--- src/rtl/oe_ctrl_pkg.sv ---
package oe_ctrl_pkg;

    localparam int NUM_DIFF = 12;
    localparam int NUM_SE   = 4;

    localparam logic [7:0] DEF_IDX0 = 8'h35;
    localparam logic [7:0] DEF_IDX1 = 8'hF0;
    localparam logic [7:0] DEF_IDX2 = 8'h80;
    localparam logic [7:0] DEF_IDX3 = 8'h06;

    // writable bits; the rest read as zero
    localparam logic [7:0] MASK_IDX2 = 8'hE0;
    localparam logic [7:0] MASK_IDX3 = 8'hFE;

    typedef enum logic [1:0] {
        ST_OFF    = 2'd0,
        ST_SETTLE = 2'd1,
        ST_RUN    = 2'd2
    } wake_state_t;

    typedef struct packed {
        logic                spread;
        logic                sw_mode;
        logic                sw_on;
        logic [3:0]          code_a;
        logic [2:0]          code_b;
        logic [NUM_DIFF-1:0] diff_bits;
        logic [NUM_SE-1:0]   se_bits;
    } ctl_t;

endpackage

--- src/rtl/oe_pin_sync.sv ---
module oe_pin_sync #(
    parameter int STAGES = 2
) (
    input  logic clk,
    input  logic pin_n,
    output logic pin_ok
);

    logic [STAGES-1:0] chain;

    // asynchronous assertion, synchronous release
    always_ff @(posedge clk or negedge pin_n) begin
        if (!pin_n) begin
            chain <= '0;
        end else begin
            chain <= {chain[STAGES-2:0], 1'b1};
        end
    end

    assign pin_ok = chain[STAGES-1];

endmodule

--- src/rtl/oe_regfile.sv ---
module oe_regfile
    import oe_ctrl_pkg::*;
#(
    parameter int ADDR_W = 3
) (
    input  logic              clk,
    input  logic              rst_n,
    input  logic              wr_en,
    input  logic [ADDR_W-1:0] addr,
    input  logic [7:0]        wdata,
    output logic [7:0]        rdata,
    output ctl_t              ctl
);

    localparam logic [ADDR_W-1:0] IDX0 = ADDR_W'(0);
    localparam logic [ADDR_W-1:0] IDX1 = ADDR_W'(1);
    localparam logic [ADDR_W-1:0] IDX2 = ADDR_W'(2);
    localparam logic [ADDR_W-1:0] IDX3 = ADDR_W'(3);

    logic [7:0] reg0, reg1, reg2, reg3;

    always_ff @(posedge clk or negedge rst_n) begin
        if (!rst_n) begin
            reg0 <= DEF_IDX0;
            reg1 <= DEF_IDX1;
            reg2 <= DEF_IDX2;
            reg3 <= DEF_IDX3;
        end else if (wr_en) begin
            case (addr)
                IDX0:    reg0 <= wdata;
                IDX1:    reg1 <= wdata;
                IDX2:    reg2 <= wdata & MASK_IDX2;
                IDX3:    reg3 <= wdata & MASK_IDX3;
                default: ;
            endcase
        end
    end

    always_comb begin
        case (addr)
            IDX0:    rdata = reg0;
            IDX1:    rdata = reg1;
            IDX2:    rdata = reg2;
            IDX3:    rdata = reg3;
            default: rdata = 8'h00;
        endcase
    end

    assign ctl.spread  = reg0[7];
    assign ctl.sw_mode = reg0[6];
    assign ctl.sw_on   = reg0[5];
    assign ctl.code_a  = reg0[4:1];
    assign ctl.code_b  = reg2[7:5];

    // differential enables: low seven from index 3, high five from index 1
    for (genvar k = 0; k < NUM_DIFF; k++) begin : g_diff_map
        if (k < 7) begin : g_lo
            assign ctl.diff_bits[k] = reg3[k+1];
        end else begin : g_hi
            assign ctl.diff_bits[k] = reg1[k-7];
        end
    end

    assign ctl.se_bits[0] = reg1[6];
    assign ctl.se_bits[1] = reg0[0];
    assign ctl.se_bits[2] = reg1[5];
    assign ctl.se_bits[3] = reg1[7];


    rsvd_idx_wr_chk: assert property (@(posedge clk) disable iff (!rst_n)
        (wr_en && addr > IDX3) |=> $stable({reg0, reg1, reg2, reg3}));


    idx0_take_chk: assert property (@(posedge clk) disable iff (!rst_n)
        (wr_en && addr == IDX0) |=> (ctl.code_a == $past(wdata[4:1])));

endmodule

--- src/rtl/oe_settle_fsm.sv ---
module oe_settle_fsm
    import oe_ctrl_pkg::*;
#(
    parameter int SETTLE_CYCLES = 1000
) (
    input  logic clk,
    input  logic rst_n,
    input  logic glob_en,
    output logic run,
    output logic pd_req
);

    localparam int CNT_W = $clog2(SETTLE_CYCLES + 1);
    localparam logic [CNT_W-1:0] LIM = CNT_W'(SETTLE_CYCLES - 1);

    wake_state_t state, state_nx;
    logic [CNT_W-1:0] cnt;

    always_comb begin
        state_nx = state;
        unique case (state)
            ST_OFF:    if (glob_en) state_nx = ST_SETTLE;           // T_WAKE
            ST_SETTLE: if (!glob_en) state_nx = ST_OFF;             // T_DROP
                       else if (cnt == LIM) state_nx = ST_RUN;      // T_READY
            ST_RUN:    if (!glob_en) state_nx = ST_OFF;             // T_DROP
            default:   state_nx = ST_OFF;
        endcase
    end

    always_ff @(posedge clk or negedge rst_n) begin
        if (!rst_n) begin
            state <= ST_OFF;
            cnt   <= '0;
        end else begin
            state <= state_nx;
            if (state == ST_SETTLE && state_nx == ST_SETTLE) begin
                cnt <= cnt + 1'b1;
            end else begin
                cnt <= '0;
            end
        end
    end

    always_comb begin
        run    = 1'b0;
        pd_req = 1'b0;
        unique case (state)
            ST_OFF:    pd_req = 1'b1;
            ST_SETTLE: ;
            ST_RUN:    run = 1'b1;
            default:   pd_req = 1'b1;
        endcase
    end


    settle_hold_chk: assert property (@(posedge clk) disable iff (!rst_n)
        (state == ST_SETTLE && cnt != LIM) |=> (state != ST_RUN));


    drop_off_chk: assert property (@(posedge clk) disable iff (!rst_n)
        (!glob_en) |=> (state == ST_OFF));


    no_skip_chk: assert property (@(posedge clk) disable iff (!rst_n)
        (state == ST_OFF) |=> (state != ST_RUN));

endmodule

--- src/rtl/oe_ctrl_top.sv ---
module oe_ctrl_top
    import oe_ctrl_pkg::*;
#(
    parameter int ADDR_W        = 3,
    parameter int SETTLE_CYCLES = 1000,
    parameter int SYNC_STAGES   = 2
) (
    input  logic                clk,
    input  logic                hw_pwr_n,
    input  logic                wr_en,
    input  logic [ADDR_W-1:0]   addr,
    input  logic [7:0]          wdata,
    output logic [7:0]          rdata,
    output logic [NUM_DIFF-1:0] diff_oe,
    output logic [NUM_SE-1:0]   se_oe,
    output logic                spread_en,
    output logic [3:0]          fsel_a,
    output logic [2:0]          fsel_b,
    output logic                pll_pd
);

    logic pin_ok;
    ctl_t ctl;
    logic glob_en;
    logic run;

    oe_pin_sync #(.STAGES(SYNC_STAGES)) u_sync (
        .clk    (clk),
        .pin_n  (hw_pwr_n),
        .pin_ok (pin_ok)
    );

    oe_regfile #(.ADDR_W(ADDR_W)) u_regs (
        .clk   (clk),
        .rst_n (pin_ok),
        .wr_en (wr_en),
        .addr  (addr),
        .wdata (wdata),
        .rdata (rdata),
        .ctl   (ctl)
    );

    // software mode ignores the pin; hardware mode follows it
    assign glob_en = ctl.sw_mode ? ctl.sw_on : pin_ok;

    oe_settle_fsm #(.SETTLE_CYCLES(SETTLE_CYCLES)) u_fsm (
        .clk     (clk),
        .rst_n   (pin_ok),
        .glob_en (glob_en),
        .run     (run),
        .pd_req  (pll_pd)
    );

    assign diff_oe   = run ? ctl.diff_bits : '0;
    assign se_oe     = run ? ctl.se_bits   : '0;
    assign spread_en = ctl.spread;
    assign fsel_a    = ctl.code_a;
    assign fsel_b    = ctl.code_b;


    pd_gate_chk: assert property (@(posedge clk) disable iff (!pin_ok)
        pll_pd |-> (diff_oe == '0 && se_oe == '0));


    run_follow_chk: assert property (@(posedge clk) disable iff (!pin_ok)
        (!pll_pd && diff_oe != '0) |-> (diff_oe == ctl.diff_bits));

endmodule

--- config.mk ---
export PLATFORM = sky130hd
export DESIGN_NAME = oe_ctrl_top
export DESIGN_NICKNAME = d
export VERILOG_FILES = /design/src/rtl/oe_ctrl_pkg.sv /design/src/rtl/oe_pin_sync.sv /design/src/rtl/oe_regfile.sv /design/src/rtl/oe_settle_fsm.sv /design/src/rtl/oe_ctrl_top.sv
export SDC_FILE = /design/constraint.sdc
export NUM_CORES = 1
export LEC_CHECK = 0
export BUFFER_PORTS_ARGS = -buffer_cell sky130_fd_sc_hd__buf_4
export CORE_ASPECT_RATIO = 0.75
export CORE_MARGIN = 2
export CORE_UTILIZATION = 42
export DETAILED_ROUTE_END_ITERATION = 7
export HOLD_SLACK_MARGIN = 0.15
export SLEW_MARGIN = 5
export SYNTH_ARGS = -nofsm -noshare
export SYNTH_HDL_FRONTEND = slang
export SYNTH_SLANG_ARGS = --single-unit
--- constraint.sdc ---
create_clock -name clk -period 2.5 [get_ports clk]
set_input_delay 0.25 -clock clk [delete_from_list [all_inputs] [get_ports clk]]
set_output_delay 0.25 -clock clk [all_outputs]
set_load 0.03 [all_outputs]
==> summary.md <==
| Metric | Value |
|---|---|
| Run status | `completed` |
| First-pass GRT wire length | `7.80 mm` |
| Die ar. | `5710 sq um` |
| Crit-path max FO | `18` |
| Gpl congestion | `0.755` |
| Post-DR vias/cell | `5.31` |
| Clock root buffer | `clkbuf_8` |
| Post-DP Area | `2490 sq um` |
| RSZ-0062 raised after global routing | `no` |
| Synthesized cell area | `2150 sq um` |
| CTS Buffer Depth | `2` |
| Core ar. | `4900 sq um` |
| IO buf count | `46` |
| Post-layout min period | `2.00 ns` |
| Post-synthesis xor/xnor area fraction | `0.0326` |
| PwrDens | `739 nW/um^2` |
| Worst hold slack | `0.214 ns` |
| Initial antenna violation count | `0` |
| GRT met1 Usage | `0.225` |
| Slew headroom | `0.530` |
| Mean Syn Cell Area | `11.5 sq um` |
| Synth area leader | `dfrtp_1` |
| Arrival time at the worst endpoint | `1.75 ns` |
| EDFF count, synth | `0` |
| Total GRT Usage | `0.182` |
| Count leader, synth | `dfrtp_1` |
| Initial core utilization | `0.439` |
| Largest family of logic cells by synthesized area | `multiplexers` |
| CTS tree | `done` |
| Period utilization | `0.801` |
| Synth Warn # | `0` |
| Ys flop type | `dfrtp_1` |
| Initial DRT Pass Iterations | `4` |
| Ys async rst share | `1.00` |
| Post-synthesis compound-gate area fraction | `0.0367` |
| Mux contribution to synthesized area | `0.205` |
| Die H | `66.0 um` |
| Worst hold path type | `in -> reg` |
| Simple-gate share of the synthesized area | `0.170` |
| MaxCap Viol Count | `0` |
| Flop-to-flop setup slack | `0.63 ns` |
| Final Hold Vio Count | `0` |
| Post-synth top cells | `dfrtp_1, mux2_2, nor2_1` |
| Total Wirelength | `4.74 mm` |
| Setup TNS | `0 ns` |
| Unique masters post-synth | `31` |
| Overflow after GRT | `0` |
| Clk pwr share | `0.237` |
| Met2 track demand over resource | `0.306` |
| Final instance area | `2600 sq um` |
| Clock-pin slew of the registers on the worst-case setup and hold paths | `0.07 ns` |
| Wire length per cell | `16.4 um` |
| Vias in the first global route | `1,624` |
| Leakage | `0.00116 uW` |
| Critical path class | `reg -> out` |
| Nets | `248` |
| Net Sw Power | `623 uW` |
| ANT cells | `0` |
| Fraction of layout cells with a size suffix above 1 | `0.435` |
| Post-Synthesis Cells | `187` |
| Grt peak-use layer | `met2` |
| Flops & latches, synth | `40` |
| Actual slew at the worst max-slew pin | `0.701 ns` |
| H-tree Lvls | `2` |
| Synth Area in Adders | `0.0291` |
| DRC viols | `0` |
| Final Max Slew Viols | `0` |
| Register area share after synthesis | `0.472` |
| Post-CTS Setup Repair Bufs | `0` |
| 1st-iter DRT viols | `43` |
| CP Launch Type | `flip-flop` |
| Top post-synthesis cells by area | `dfrtp_1, mux2_2, dfstp_2, and2_1, nor2_1` |
| F_max | `500 MHz` |
| Final setup vio count | `0` |
| I/O pin total | `47` |
| Maximum VDD drop | `0.000277 V` |
| Detailed placement HPWL | `3.51 mm` |
| CP Capture Type | `primary output` |
| GRT met3 Usage | `0.0462` |
| Required @ worst endpoint | `2.25 ns` |
| Clk sinks | `40` |
| Syn_nets | `206` |
| Comb power frac | `0.297` |
| Die width | `86.6 um` |
| TritonCTS Buffers | `5` |
| Row count | `22` |
| P&R area growth vs syn | `20.8%` |
| Seq pwr share | `0.466` |
| Top cell type's share of synthesized area | `0.338` |
| Largest net degree at the start of global routing | `40` |
| Via count | `1,541` |
| Clock latency on the worst-skew pair | `0.29 ns` |
| ANT nets after route | `0` |
| Sw Share | `0.324` |
| Clock Skew | `0.00359 ns` |
| Internal power | `1300 uW` |
-- layout by cell type, fill, tap and decap left out, drive strengths merged --
| cell type | synthesis | layout |
|---|---|---|
| o211ai | 1 | 1 |
| and4 | 1 | 1 |
| conb | 1 | 1 |
| dfstp | 11 | 11 |
| nand2 | 9 | 9 |
| and2 | 16 | 16 |
| xor2 | 1 | 1 |
| dfrtp | 29 | 29 |
| and4b | 1 | 1 |
| mux2i | 7 | 7 |
| a31oi | 6 | 6 |
| nor4b | 1 | 1 |
| a2111oi | 1 | 1 |
| mux2 | 27 | 27 |
| buf | 12 | 47 |
| nor2 | 22 | 22 |
| nand4 | 2 | 2 |
| mux4 | 3 | 3 |
| ha | 5 | 5 |
| o21ai | 1 | 1 |
| o32ai | 1 | 1 |
| dlygate4sd3 | 0 | 1 |
| nand3 | 5 | 5 |
| inv | 6 | 6 |
| clkbuf | 1 | 8 |
| nor2b | 4 | 4 |
| nor3 | 6 | 6 |
| xnor2 | 7 | 7 |
-- kinds of logic after synthesis --
logic type,count (synthesis)
fa+ha+maj,5
other cells,1
compound gates,10
mux,37
xor+xnor,8
simple gates,67
flops,40
buf+inv,19
-- power by group through the flow --
stage          logic, uW  registers, uW  clock network (uW)
2_1_floorplan        426            886                   0
3_3_place_gp         542            893                   0
3_5_place_dp         571            908                   0
4_1_cts              576            895                 471
5_1_grt              618            914                 507
6_report             570            895                 455
-- worst max-delay path: stages (launching register included) --
cell,delay [ns]
dfrtp_1,0.46
inv_1,0.13
ha_1,0.50
and2_1,0.21
buf_4,0.16
-- flip-flops by register name, indices dropped and copies added (netlist names) --
register / flops
u_regs.reg1: 8
u_sync.chain: 2
u_regs.reg2: 3
u_fsm.state: 2
u_regs.reg3: 7
u_fsm.cnt: 10
u_regs.reg0: 8
-- worst paths after layout --
check                           startpoint         endpoint  cells past startpoint
max                         u_fsm.state[0]       diff_oe[6]                      4
min                               wdata[0]   u_regs.reg1[0]                      2
max reg2reg                 u_fsm.state[0]     u_fsm.cnt[2]                      6
min reg2reg                u_sync.chain[1]   u_regs.reg2[6]                      1
max in group asynchronous  u_sync.chain[1]   u_regs.reg1[7]                      1
min in group asynchronous         hw_pwr_n  u_sync.chain[0]                      2
-- area by class of cell --
type,instances,area [sq um]
fillers,439,2300
multi-input cells,128,1020
flip-flops and latches,40,1010
repair buffers,48,363
clock buffers,8,100
well taps,60,75.1
inverters,6,22.5
-- layer usage --
metal	wire length, um	up-vias
li1	-	723
met1	2090	759
met2	2330	50
met3	256	9
met4	67	0
met5	0	-
-- what timing repair did --
action	4_1_cts	5_1_grt
setup endpoints to repair	0	0
hold buffers	1	0
gates resized for setup	0	0
endpoints found under the hold margin	2	0
-- metrics by stage --
stage               worst slack (ns)   util  cells  total power, uW
floorplan                      0.413      -    187             1310
global placement               0.848  0.508    281             1430
detailed placement             0.657  0.508    281             1480
CTS                            0.475  0.530    290             1940
global route                   0.322  0.530    290             2040
finish                         0.498  0.530    290             1920
(Power assumes the default switching activity.)
